[src/rtl/zpb_pkg.sv]
package zpb_pkg;
  // Four decoder slots, indexed by {phi2, a0}
  localparam int unsigned SLOT_N = 4;
  // Slots at or above this index are taken during the PHI2 high phase
  localparam int unsigned SLOT_HI_BASE = 2;
  localparam int unsigned BANK_N = 2;
  // Register index of each bank (equal to the value of address bit 0)
  localparam int unsigned IDX_RAM = 0;
  localparam int unsigned IDX_ROM = 1;
endpackage

[src/rtl/zpb_addr_match.sv]
module zpb_addr_match #(
  parameter int unsigned ADDR_W = 16
) (
  input  logic [ADDR_W-1:0] addr,
  input  logic              rw,
  output logic              hit
);
  // Upper address bits all zero and a write cycle
  always_comb hit = ~(|addr[ADDR_W-1:1]) & ~rw;
endmodule

[src/rtl/zpb_slot_demux.sv]
module zpb_slot_demux
  import zpb_pkg::*;
(
  input  logic              en,
  input  logic              phi2,
  input  logic              a0,
  output logic [SLOT_N-1:0] line
);
  localparam int unsigned SEL_W = $clog2(SLOT_N);
  logic [SEL_W-1:0] sel;
  always_comb sel = {phi2, a0};

  for (genvar s = 0; s < SLOT_N; s++) begin : g_slot
    always_comb line[s] = en && (sel == SEL_W'(s));
  end
endmodule

[src/rtl/zpb_bank_reg.sv]
module zpb_bank_reg #(
  parameter int unsigned DATA_W = 8
) (
  input  logic              clk,
  input  logic              rst_n,
  input  logic              load,
  input  logic [DATA_W-1:0] d,
  output logic [DATA_W-1:0] q
);
  always_ff @(posedge clk or negedge rst_n) begin
    if (!rst_n)    q <= '0;
    else if (load) q <= d;
  end
endmodule

[src/rtl/zp_bank_decoder.sv]
module zp_bank_decoder
  import zpb_pkg::*;
#(
  parameter int unsigned ADDR_W = 16,
  parameter int unsigned DATA_W = 8
) (
  input  logic              clk,
  input  logic              rst_n,
  input  logic              phi2,
  input  logic [ADDR_W-1:0] cpu_addr,
  input  logic              cpu_rw,
  input  logic [DATA_W-1:0] cpu_data,
  output logic [DATA_W-1:0] ram_bank,
  output logic [DATA_W-1:0] rom_bank
);
  logic              zp_hit;
  logic [SLOT_N-1:0] dec_line;
  logic [DATA_W-1:0] bank_q [BANK_N];

  zpb_addr_match #(.ADDR_W(ADDR_W)) i_match (
    .addr (cpu_addr),
    .rw   (cpu_rw),
    .hit  (zp_hit)
  );

  zpb_slot_demux i_demux (
    .en   (zp_hit),
    .phi2 (phi2),
    .a0   (cpu_addr[0]),
    .line (dec_line)
  );

  for (genvar b = 0; b < BANK_N; b++) begin : g_bank
    zpb_bank_reg #(.DATA_W(DATA_W)) i_reg (
      .clk   (clk),
      .rst_n (rst_n),
      .load  (dec_line[SLOT_HI_BASE+b]),
      .d     (cpu_data),
      .q     (bank_q[b])
    );
  end

  assign ram_bank = bank_q[IDX_RAM];
  assign rom_bank = bank_q[IDX_ROM];

  // Assertions
  always_ff @(posedge clk) begin
    if (!rst_n) begin
      AST_RESET_CLEARS: assert (ram_bank == '0 && rom_bank == '0);
    end
  end

  AST_RAM_LOAD: assert property (@(posedge clk) disable iff (!rst_n)
    (phi2 && !cpu_rw && cpu_addr == ADDR_W'(0)) |=> ram_bank == $past(cpu_data));

  AST_ROM_LOAD: assert property (@(posedge clk) disable iff (!rst_n)
    (phi2 && !cpu_rw && cpu_addr == ADDR_W'(1)) |=> rom_bank == $past(cpu_data));

  AST_FAR_ADDR_HOLDS: assert property (@(posedge clk) disable iff (!rst_n)
    (|cpu_addr[ADDR_W-1:1]) |=> $stable(ram_bank) && $stable(rom_bank));

  AST_READ_HOLDS: assert property (@(posedge clk) disable iff (!rst_n)
    cpu_rw |=> $stable(ram_bank) && $stable(rom_bank));

  AST_LOW_PHASE_HOLDS: assert property (@(posedge clk) disable iff (!rst_n)
    !phi2 |=> $stable(ram_bank) && $stable(rom_bank));

  AST_RAM_LOAD_SPARES_ROM: assert property (@(posedge clk) disable iff (!rst_n)
    (phi2 && !cpu_rw && cpu_addr == ADDR_W'(0)) |=> $stable(rom_bank));

  AST_ROM_LOAD_SPARES_RAM: assert property (@(posedge clk) disable iff (!rst_n)
    (phi2 && !cpu_rw && cpu_addr == ADDR_W'(1)) |=> $stable(ram_bank));

  AST_ONE_SLOT: assert property (@(posedge clk) disable iff (!rst_n)
    $onehot0(dec_line));
endmodule

[config.mk]
export PLATFORM = sky130hd
export DESIGN_NAME = zp_bank_decoder
export DESIGN_NICKNAME = d
export VERILOG_FILES = /design/src/rtl/zpb_pkg.sv /design/src/rtl/zpb_addr_match.sv /design/src/rtl/zpb_slot_demux.sv /design/src/rtl/zpb_bank_reg.sv /design/src/rtl/zp_bank_decoder.sv
export SDC_FILE = /design/constraint.sdc
export NUM_CORES = 1
export LEC_CHECK = 0
export ABC_AREA = 1
export BUFFER_PORTS_ARGS = -buffer_cell sky130_fd_sc_hd__buf_2
export CORE_ASPECT_RATIO = 1.25
export CORE_MARGIN = 2
export CORE_UTILIZATION = 37
export CTS_CLUSTER_DIAMETER = 200
export DETAILED_ROUTE_END_ITERATION = 10
export GPL_ROUTABILITY_DRIVEN = 0
export PLACE_DENSITY = 0.82
export REMOVE_ABC_BUFFERS = 1
export SYNTH_ARGS = -nofsm -noshare
export SYNTH_HDL_FRONTEND = slang
export SYNTH_HIERARCHICAL = 1
export SYNTH_SLANG_ARGS = --single-unit
[constraint.sdc]
create_clock -name clk -period 0.8 [get_ports clk]
set_clock_uncertainty 0.1 [all_clocks]
set_input_delay 0.04 -clock clk [delete_from_list [all_inputs] [get_ports clk]]
set_output_delay 0.04 -clock clk [all_outputs]
set_load 0.005 [all_outputs]
==> Word-level counts from Yosys, hierarchy flattened <==
Index checks and enable logic that the tools add are counted.
{ "word_totals": {"out_inout_bits": 16, "wordCells": 10, "ff_bits": 16, "input_bits": 28} }
{ "op_classes": {"reduce_logical": 3, "n_eq_ne": 2, "bitwise": 3} }
{ "op_table": {"columns": ["operator", "n"], "rows": [
  ["$reduce_or 15->1", 1],
  ["$eq 2x2->1 const B", 2],
  ["$logic_and 1x1->1", 2],
  ["$not 1->1", 2],
  ["$and 1x1->1", 1]
]} }

==> Depth between registers and ports, before layout <==
{ "logic_depth": {"word_depth": 4, "ltp_mapped": 11, "ltp_nobuf": 10} }

==> Cells and area by module <==
Netlist, hierarchy kept.
{ "by_module_without_submodules": {"columns": ["module", "instances", "seq_area_each_um2", "cells_each", "area_each_um2"], "rows": [
  ["zpb_bank_reg", 2, 200.2, 34, 305.3],
  ["zpb_addr_match", 1, 0.0, 27, 103.8],
  ["zpb_slot_demux", 1, 0.0, 8, 30.0]
]} }

==> Worst setup path after synthesis <==
OpenSTA, ideal clock, no wires.
{ "synth_timing": {"path_kind": "input port to flip-flop", "startpoint": "input cpu_addr[5]", "endpoint": "register g_bank[1].i_reg.q[0]", "setup_ns": 0.116, "path_slack_ns": -0.245, "t_arrival_ns": 0.828, "required_time_ns": 0.584, "path_stages": 11, "n_path_buf": 1, "path_cell_list": "inv_1 -> nand2_1 -> nor2_1 -> nand2_1 -> nor2_1 -> nand2_1 -> nor2_1 -> buf_6 -> inv_2 -> nand2_1 -> nand2_1"} }
{ "synth_via": {"elab_chain_len": 4} }
{ "synth_lines": {"columns": ["element", "line", "text"], "rows": [
  ["start, declared", "zp_bank_decoder.sv:10", "input logic [ADDR_W-1:0] cpu_addr,"],
  ["$reduce_or 15->1", "zpb_addr_match.sv:9", "always_comb hit = ~(|addr[ADDR_W-1:1]) & ~rw;"],
  ["$not 1->1", "zpb_addr_match.sv:9", null],
  ["$and 1x1->1", "zpb_addr_match.sv:9", null],
  ["net zp_hit", "zp_bank_decoder.sv:16", "logic zp_hit;"],
  ["$logic_and 1x1->1", "zpb_slot_demux.sv:14", "always_comb line[s] = en && (sel == SEL_W'(s));"],
  ["net dec_line[3]", "zp_bank_decoder.sv:17", "logic [SLOT_N-1:0] dec_line;"],
  ["end signal, assigned", "zpb_bank_reg.sv:11", "if (!rst_n) q <= '0;"],
  ["end signal, assigned", "zpb_bank_reg.sv:12", "else if (load) q <= d;"],
  ["end, declared", "zpb_bank_reg.sv:8", "output logic [DATA_W-1:0] q"]
]} }
The timed path passes the listed nets, and every way through them passes these cells.
A chain may end at the register's enable or synchronous reset.

==> Final worst setup path <==
{ "layout_timing": {"startpoint": "register g_bank[1].i_reg.q[1]", "endpoint": "output rom_bank[1]"} }
{ "layout_lines": {"columns": ["element", "line", "text"], "rows": [
  ["end, declared", "zp_bank_decoder.sv:14", "output logic [DATA_W-1:0] rom_bank"]
]} }
No word-level cell between the ends.

==> results.sh <==
export IMPL_final_cells=181
export IMPL_largest_reg_flops=16
export IMPL_wl_per_cell_um=12.0
export IMPL_cts_sinks=16
export IMPL_startpoint="g_bank[1].i_reg/q[1]$_DFFE_PN0P_"
export IMPL_drt_iter0_drc=14
export IMPL_p_total_uw=1390
export IMPL_drive_gt1_frac=0.568
export IMPL_dpl_cell_count=161
export IMPL_drt_total_wl_um=2160
export IMPL_path_cells="buf_2"
export IMPL_fmax_mhz=1050
export IMPL_io_buffers=43
export IMPL_critPathSlowestCell="dfrtp_1"
export IMPL_via_count=842
export IMPL_worstSkewPairLatency_ps=270
export IMPL_cts_made_buffers=3
export IMPL_startpoint_type="flop"
export IMPL_cp_end_kind="output pin"
export IMPL_setup_tns_final_ps=-3440
export IMPL_min_delay_start="cpu_addr[0]"
export IMPL_top_register="g_bank.i_reg/q"
export IMPL_avgSynthCellArea_um2=7.37
export IMPL_antenna_found_initial=0
export IMPL_ant_nets=0
export IMPL_grt_pass1_wl_um=3060
export IMPL_fin_ws_ps=-154
export IMPL_htree_levels=1
export IMPL_start_util=0.403
export IMPL_crit_fanout=2
export IMPL_slowest_delay_ps=400
export IMPL_area_growth_pct=71.9
export IMPL_slew_viol_final=0
export IMPL_grt_ovfl_total=0
export IMPL_path_class="reg -> out"
export IMPL_dieWidth_um=43.7
export IMPL_die_h_um=53.6
export IMPL_tightestPinTransition_ps=345
export IMPL_cts_root_buf="clkbuf_4"
export IMPL_leakage_uw=0.000774
export IMPL_grt_max_degree=17
export IMPL_postSynthCellCount=99
export IMPL_clk_pin_slew_worst_paths_ps=80
export IMPL_vias_per_cell=4.65
export IMPL_track_usage=0.179
export IMPL_fp_dieArea_um2=2340
export IMPL_cp_top_family="flip-flops"
export IMPL_grt_pass1_vias=776
export IMPL_fin_hold_ws_ps=38.8
export IMPL_powerDensity_nw_per_um2=1110
export IMPL_clockBufferDepth=2
export IMPL_period_share=1.19
export IMPL_ir_worst_vdd_mv=0.772
export IMPL_num_rows=17
export IMPL_hold_viol=0
export IMPL_dp_hpwl_um=1250
export IMPL_nets=192
export IMPL_rsz0062_at_grt="yes"
export IMPL_first_pass_iters=4
export IMPL_reg_top3="g_bank.i_reg/q (16)"
export IMPL_syn_area_um2=729
export IMPL_setup_violations=32
export IMPL_status="finished with violations"
export IMPL_num_antenna_cells=0
export IMPL_relSlewSlack=0.770
export IMPL_cts_tree="yes"
export IMPL_violations="negative setup slack"
export IMPL_cp_arrival_ps=810
export IMPL_path_buf_inv=1
export IMPL_period_needed_ps=954
export IMPL_worstReg2RegStart="g_bank[1].i_reg/q[2]$_DFFE_PN0P_"
export IMPL_cp_required_ps=660
export IMPL_final_util=0.693
export IMPL_cap_violations=0
export IMPL_drc=0
export IMPL_ios=44
export IMPL_synth_warnings=6
export IMPL_core_area_um2=1810
export IMPL_hold_class="in -> reg"
power by group:
| group | switching [uW] | internal [uW] | leakage, uW |
|---|---|---|---|
| Sequential | 0.0780 | 808 | 0.000224 |
| Clock | 226 | 174 | 0.0000138 |
| Combinational | 78.3 | 106 | 0.000536 |
cell type report:
cell class	instances	area [um^2]
multi-input combinational	66	320
fill	125	554
timing repair buffer	62	425
inverter	15	61.3
sequential	16	400
clock buffer	3	22.5
tap	19	23.8
metrics by stage:
step,setup WS (ps),cell area [um^2]
after floorplan,-394,707
after global placement,-347,961
after detailed placement,-383,961
after CTS,-136,1170
after global routing,-201,1250
final,-154,1250
repair_timing:
action | 4_1_cts | 5_1_grt
resized for setup | 19 | 27
cloned | 0 | 0
buffers inserted | 6 | 2
endpoints found under the hold margin | 32 | 0
hold buffers | 9 | 0
pin swaps | 11 | 23
endpoints found under the setup margin | 32 | 32
metal layers:
metal	up-vias	part of all wire	GRT usage
li1	410	-	-
met1	375	0.33	0.167
met2	50	0.56	0.346
met3	7	0.084	0.0268
met4	0	0.020	0.131
met5	-	0	0
cell usage in the layout (no fill, tap or decap):
cell type / instances
buf_2: 37
nor2_4: 2
inv_4: 2
nor2_1: 5
nand2_1: 36
and2_1: 1
inv_2: 10
dlygate4sd3_1: 9
nand2_2: 21
nor2_2: 1
clkbuf_4: 3
dfrtp_1: 16
inv_1: 3
buf_4: 8
buf_6: 8
worst paths after layout:
path	to	slack (ps)	cells after the start
setup / recovery	rom_bank[1]	-150	1
hold / removal	g_bank[0].i_reg/q[4]$_DFFE_PN0P_	40	5
setup reg to reg	g_bank[1].i_reg/q[2]$_DFFE_PN0P_	-40	3
hold reg to reg	g_bank[0].i_reg/q[5]$_DFFE_PN0P_	380	2
max in group asynchronous	g_bank[0].i_reg/q[6]$_DFFE_PN0P_	230	2
min in group asynchronous	g_bank[1].i_reg/q[3]$_DFFE_PN0P_	120	2
No activity file was read; power rests on OpenSTA's default activity.
